`config.mk`:
```
export PLATFORM = sky130hd
export DESIGN_NAME = dbg_sysspeed_seq
export DESIGN_NICKNAME = d
export VERILOG_FILES = /design/src/rtl/dbg_sysspeed_pkg.sv /design/src/rtl/dbg_ldst_class.sv /design/src/rtl/dbg_clken_mux.sv /design/src/rtl/dbg_speed_fsm.sv /design/src/rtl/dbg_sysspeed_seq.sv
export SDC_FILE = /design/constraint.sdc
export NUM_CORES = 1
export LEC_CHECK = 0
export BUFFER_PORTS_ARGS = -buffer_cell sky130_fd_sc_hd__buf_2
export CAP_MARGIN = 25
export CORE_UTILIZATION = 50
export DETAILED_ROUTE_END_ITERATION = 6
export PLACE_DENSITY = 0.81
export SLEW_MARGIN = 20
export SYNTH_ARGS = -nofsm -noshare
export SYNTH_HDL_FRONTEND = slang
export SYNTH_SLANG_ARGS = --single-unit
```
`constraint.sdc`:
```
create_clock -name clk -period 4.4 [get_ports clk]
set_input_delay 0.88 -clock clk [delete_from_list [all_inputs] [get_ports clk]]
set_output_delay 0.88 -clock clk [all_outputs]
set_load 0.1 [all_outputs]
```
`src/rtl/dbg_sysspeed_pkg.sv`:
```
package dbg_sysspeed_pkg;

    typedef enum logic [2:0] {
        SQ_IDLE   = 3'd0,
        SQ_ARMED  = 3'd1,
        SQ_GAP_UP = 3'd2,
        SQ_SYS    = 3'd3,
        SQ_GAP_DN = 3'd4
    } seq_state_e;

    localparam logic [1:0] CLS_SINGLE = 2'b01;
    localparam logic [2:0] CLS_BLOCK  = 3'b100;

endpackage

```
`src/rtl/dbg_ldst_class.sv`:
```
module dbg_ldst_class
    import dbg_sysspeed_pkg::*;
(
    input  logic [2:0] cls_field,
    output logic       is_ldst
);

    logic single_xfer;
    logic block_xfer;

    always_comb begin
        single_xfer = (cls_field[2:1] == CLS_SINGLE);
        block_xfer  = (cls_field == CLS_BLOCK);
        is_ldst     = single_xfer | block_xfer;
    end

endmodule

```
`src/rtl/dbg_clken_mux.sv`:
```
module dbg_clken_mux (
    input  logic dbg_sel,
    input  logic sys_sel,
    input  logic dbg_tcken,
    input  logic sys_clken,
    output logic core_clken
);

    always_comb begin
        core_clken = (dbg_sel & dbg_tcken) | (sys_sel & sys_clken);
    end

endmodule

```
`src/rtl/dbg_speed_fsm.sv`:
```
module dbg_speed_fsm
    import dbg_sysspeed_pkg::*;
#(
    parameter int INSTR_W = 32
) (
    input  logic               clk,
    input  logic               rst_n,
    input  logic               ld_valid,
    input  logic               ld_flag,
    input  logic               ld_legal,
    input  logic [INSTR_W-1:0] ld_word,
    input  logic               restart_cmd,
    input  logic               tap_rti,
    input  logic               sys_clken,
    input  logic               mem_done,
    output logic               dbg_sel,
    output logic               sys_sel,
    output logic               sys_done,
    output logic               sys_flag,
    output logic               exec_dbg,
    output logic [INSTR_W-1:0] exec_word
);

    typedef struct packed {
        seq_state_e         state;
        logic               flag;
        logic               done;
        logic               exec;
        logic [INSTR_W-1:0] word;
    } seq_regs_t;

    localparam seq_regs_t RESET_VAL = '{
        state: SQ_IDLE,
        flag:  1'b0,
        done:  1'b0,
        exec:  1'b0,
        word:  '0
    };

    seq_regs_t r_d;
    seq_regs_t r_q;

    always_comb begin
        r_d      = r_q;
        r_d.exec = 1'b0;
        unique case (r_q.state)
            SQ_IDLE: begin
                if (ld_valid) begin
                    r_d.word = ld_word;
                    if (ld_flag && ld_legal) begin
                        r_d.state = SQ_ARMED;
                        r_d.flag  = 1'b1;
                    end else begin
                        r_d.exec = 1'b1;
                        if (ld_flag) begin
                            r_d.done = 1'b1;
                        end
                    end
                end
            end
            SQ_ARMED: begin
                if (restart_cmd && tap_rti) begin
                    r_d.state = SQ_GAP_UP;
                    r_d.done  = 1'b0;
                end
            end
            SQ_GAP_UP: begin
                r_d.state = SQ_SYS;
            end
            SQ_SYS: begin
                if (sys_clken && mem_done) begin
                    r_d.state = SQ_GAP_DN;
                end
            end
            SQ_GAP_DN: begin
                r_d.state = SQ_IDLE;
                r_d.done  = 1'b1;
                r_d.flag  = 1'b0;
            end
            default: begin
                r_d = RESET_VAL;
            end
        endcase
    end

    always_ff @(posedge clk) begin
        if (!rst_n) begin
            r_q <= RESET_VAL;
        end else begin
            r_q <= r_d;
        end
    end

    always_comb begin
        dbg_sel   = (r_q.state == SQ_IDLE) || (r_q.state == SQ_ARMED);
        sys_sel   = (r_q.state == SQ_SYS);
        sys_done  = r_q.done;
        sys_flag  = r_q.flag;
        exec_dbg  = r_q.exec;
        exec_word = r_q.word;
    end

endmodule

```
`src/rtl/dbg_sysspeed_seq.sv`:
```
module dbg_sysspeed_seq
    import dbg_sysspeed_pkg::*;
#(
    parameter int INSTR_W  = 32,
    parameter int CLS_HI   = 27,
    parameter int STAT_W   = 4,
    parameter int DONE_BIT = 3,
    parameter int ACK_BIT  = 0
) (
    input  logic               clk,
    input  logic               rst_n,
    input  logic               scan_load,
    input  logic [INSTR_W:0]   scan_chain,
    input  logic               restart_cmd,
    input  logic               tap_rti,
    input  logic               sys_clken,
    input  logic               dbg_tcken,
    input  logic               mem_done,
    output logic               dbg_sel,
    output logic               sys_sel,
    output logic               core_clken,
    output logic               dbg_ack,
    output logic               sys_done,
    output logic               sys_flag,
    output logic               exec_dbg,
    output logic [INSTR_W-1:0] exec_word,
    output logic [STAT_W-1:0]  dbg_status
);

    localparam int FLAG_POS = INSTR_W;
    localparam int CLS_LO   = CLS_HI - 2;

    logic legal;

    dbg_ldst_class u_class (
        .cls_field (scan_chain[CLS_HI:CLS_LO]),
        .is_ldst   (legal)
    );

    dbg_speed_fsm #(
        .INSTR_W (INSTR_W)
    ) u_fsm (
        .clk         (clk),
        .rst_n       (rst_n),
        .ld_valid    (scan_load),
        .ld_flag     (scan_chain[FLAG_POS]),
        .ld_legal    (legal),
        .ld_word     (scan_chain[INSTR_W-1:0]),
        .restart_cmd (restart_cmd),
        .tap_rti     (tap_rti),
        .sys_clken   (sys_clken),
        .mem_done    (mem_done),
        .dbg_sel     (dbg_sel),
        .sys_sel     (sys_sel),
        .sys_done    (sys_done),
        .sys_flag    (sys_flag),
        .exec_dbg    (exec_dbg),
        .exec_word   (exec_word)
    );

    dbg_clken_mux u_mux (
        .dbg_sel    (dbg_sel),
        .sys_sel    (sys_sel),
        .dbg_tcken  (dbg_tcken),
        .sys_clken  (sys_clken),
        .core_clken (core_clken)
    );

    assign dbg_ack = dbg_sel;

    for (genvar i = 0; i < STAT_W; i++) begin : g_stat
        if (i == DONE_BIT) begin : g_done
            assign dbg_status[i] = sys_done;
        end else if (i == ACK_BIT) begin : g_ack
            assign dbg_status[i] = dbg_ack;
        end else begin : g_zero
            assign dbg_status[i] = 1'b0;
        end
    end

endmodule

```
==> results.cfg <==
[sta]
hold_viol = 0
min_period_ns = 2.54
worst_slew_pin_slew_ns = 0.804
slew_headroom_pct = 46.2
setup_viol = 0
skew_ns = 0.00460
slew_viol_final = 0
setup_tns_ns = 0
setup_slack_ns = 1.86
fmax_mhz = 394
grt_setup_unrepaired = no
fin_crit_sh_pct = 57.8

[detailed_routing]
wirelength_um = 3870
vias = 1565
drt_iter0_drc = 84
dr.pass1.iters = 4
wl_per_cell_um = 12.4
postRouteAntennaNets = 0
vias_per_cell = 5.03
drc_errors = 0

[logic_synthesis]
synth_flop_cell = dfxtp_1
seq_area_frac_synth_pct = 34.6
synth_cell_types = 29
synth_cells = 222
synth_seq_cells = 38
yosys-top-cells-count = buf_4 (38), dfxtp_1 (38), nand2_1 (36), a21boi_2 (30), nand3_2 (30)
synth-edff-count = 0
synth-warning-count = 0
ys_top_cells_by_area = dfxtp_1 (35%), a21boi_2 (15%), nand3_2 (14%), buf_4 (13%), nand2_1 (6.1%)
avgSynthCellArea_sq_um = 9.90
synth_top_area_share_pct = 34.6
synth_area_leader_cell = dfxtp_1
syn_area_sq_um = 2200
async_reset_ff_share_pct = 0

[clock_tree]
cts.repair.resized = 0
cts_buffer_depth = 2
insertion_delay_ns = 0.28
cts_tree = yes
post_cts_buffers = 0
clk_pin_slew_worst_paths_ns = 0.08
ctsHoldBuffers = 0
htreeDepth = 2
numCtsBuffers = 5
root_buffer = clkbuf_8
clkSinkCount = 38

[setup_path]
rr_startpoint = u_fsm.r_q[35]$_SDFFE_PN0P_
rrSetupSlack_ns = 2.48
path_max_fanout = 10
criticalPathCategory = reg2out
critPathLaunchType = register
reg2reg_to = u_fsm.exec_word[1]$_SDFFE_PN0P_
worst-r2r-cell-count = 4
cp.arrival_ns = 1.66
endpoint_kind = primary output
required_ns = 3.52

[global_route]
grt_first_pass_wirelength_um = 5990
overflow = 0
grt_use_met2_pct = 28.3
met3_usage_pct = 4.83
grt_pass1_vias = 1367
grt_max_degree = 36
grt_use_met1_pct = 20.5
gr-max-usage-layer = met2
gr-usage-all-layers_pct = 17.3
antenna_found_initial = 0

[die]
start_util_pct = 53.4
die_x_um = 68.3
core.rowCount = 23
ios = 84
die_area_sq_um = 4670
core_area_sq_um = 4120
dieHeight_um = 68.3

[pwr]
p_total_mw = 0.953
power_density_nw_per_um2 = 402
seqPwrFrac_pct = 39.8
p_switching_mw = 0.362
ir_drop_mv = 0.202
internal_power_mw = 0.592
p_comb_share_pct = 29.9
clkPwrFrac_pct = 30.3
swShare_pct = 38.0
p_leak_nw = 1.02

[min_path]
min_path_cells = 2
hold_end = u_fsm.exec_word[6]$_SDFFE_PN0P_
min_from = u_fsm.exec_word[6]$_SDFFE_PN0P_
hold_class = reg2reg

[final_layout]
stdcell_count = 311
syn_to_final_growth_pct = 7.91
seqCellArea_sq_um = 761
drive_gt1_share_pct = 59.8
fillers = 353
antenna_cells = 0
multi_input_area_sq_um = 1010
nets = 301
finalInstanceArea_sq_um = 2370

[placement]
placed_area_sq_um = 2260
numPlacedInstances = 303
preCtsSetupSlack_ns = 1.91
gp_congestion = 0.726
place_hpwl_um = 2650
io_buffers = 81

[flow_run]
timing.max_cap.violations = 0

[status]
outcome = completed
metal layers:
metal | up-vias | share of wire [%]
met3 | 5 | 6.4
met2 | 60 | 46
met4 | 0 | 1.3
li1 | 783 | -
met5 | - | 0
met1 | 717 | 47
registers in the layout, summed over array words and instances (netlist names):
register and cells:
u_fsm.exec_dbg 1, u_fsm.exec_word 32, u_fsm.r_q 3, u_fsm.sys_done 1, u_fsm.sys_flag 1
worst max-delay path: stages, from the launching register on:
cell     delay [ns]
dfxtp_1        0.59
inv_1          0.18
nor3_1         0.15
buf_2          0.45
cells by family after synthesis:
logic type | after synthesis | share of synthesized area [%]
DFF | 38 | 34.6
other | 1 | 0.171
AOI/OAI and AO/OA | 42 | 18.9
and+or+nand+nor | 85 | 26.1
buffers and inverters | 56 | 20.2
area by class of cell:
class | count | area share (%)
tap | 50 | 2.64
multi-input combinational | 129 | 42.5
clock inverter | 3 | 1.69
timing repair buffer | 83 | 17.7
sequential | 38 | 32.1
inverter | 3 | 0.475
clock buffer | 5 | 2.90
metrics by stage:
step,util (%),hold WS (ns)
global placement,55.0,0.436
finish,57.6,0.452
CTS,57.6,0.456
floorplan,-,0.439
detailed placement,55.0,0.443
global route,57.6,0.469
worst max-delay path by stage:
stage                               start          to  slack (ns)
6_report       u_fsm.r_q[36]$_SDFFE_PN0P_     sys_sel        1.86
5_1_grt        u_fsm.r_q[36]$_SDFFE_PN0P_     sys_sel        1.73
4_1_cts        u_fsm.r_q[36]$_SDFFE_PN0P_     sys_sel        1.86
3_5_place_dp                    sys_clken  core_clken        1.91
3_3_place_gp                    sys_clken  core_clken        1.92
2_1_floorplan  u_fsm.r_q[36]$_SDFFE_PN0P_     sys_sel        0.91
cell usage in the layout (no fill, tap or decap), types with 2 or more instances in the layout:
cell	count
buf_2	81
dfxtp_1	38
nand2_1	36
nand3_2	30
a21boi_2	30
nand3_1	5
clkbuf_8	5
nor2_1	3
inv_1	3
a21oi_1	3
nor3_1	2
nor3b_1	2
o21ai_0	2
a31oi_1	2
a21boi_0	2
conb_1	2
clkinv_2	2
buf_4	2
power by group through the flow:
| stage | Combinational [mW] | Sequential, mW | Clock (mW) |
|---|---|---|---|
| after floorplan | 0.266 | 0.396 | 0 |
| after global placement | 0.284 | 0.387 | 0 |
| after detailed placement | 0.287 | 0.387 | 0 |
| after CTS | 0.287 | 0.379 | 0.300 |
| after global routing | 0.300 | 0.382 | 0.313 |
| final | 0.285 | 0.379 | 0.289 |
No activity file was read; power rests on OpenSTA's default activity.
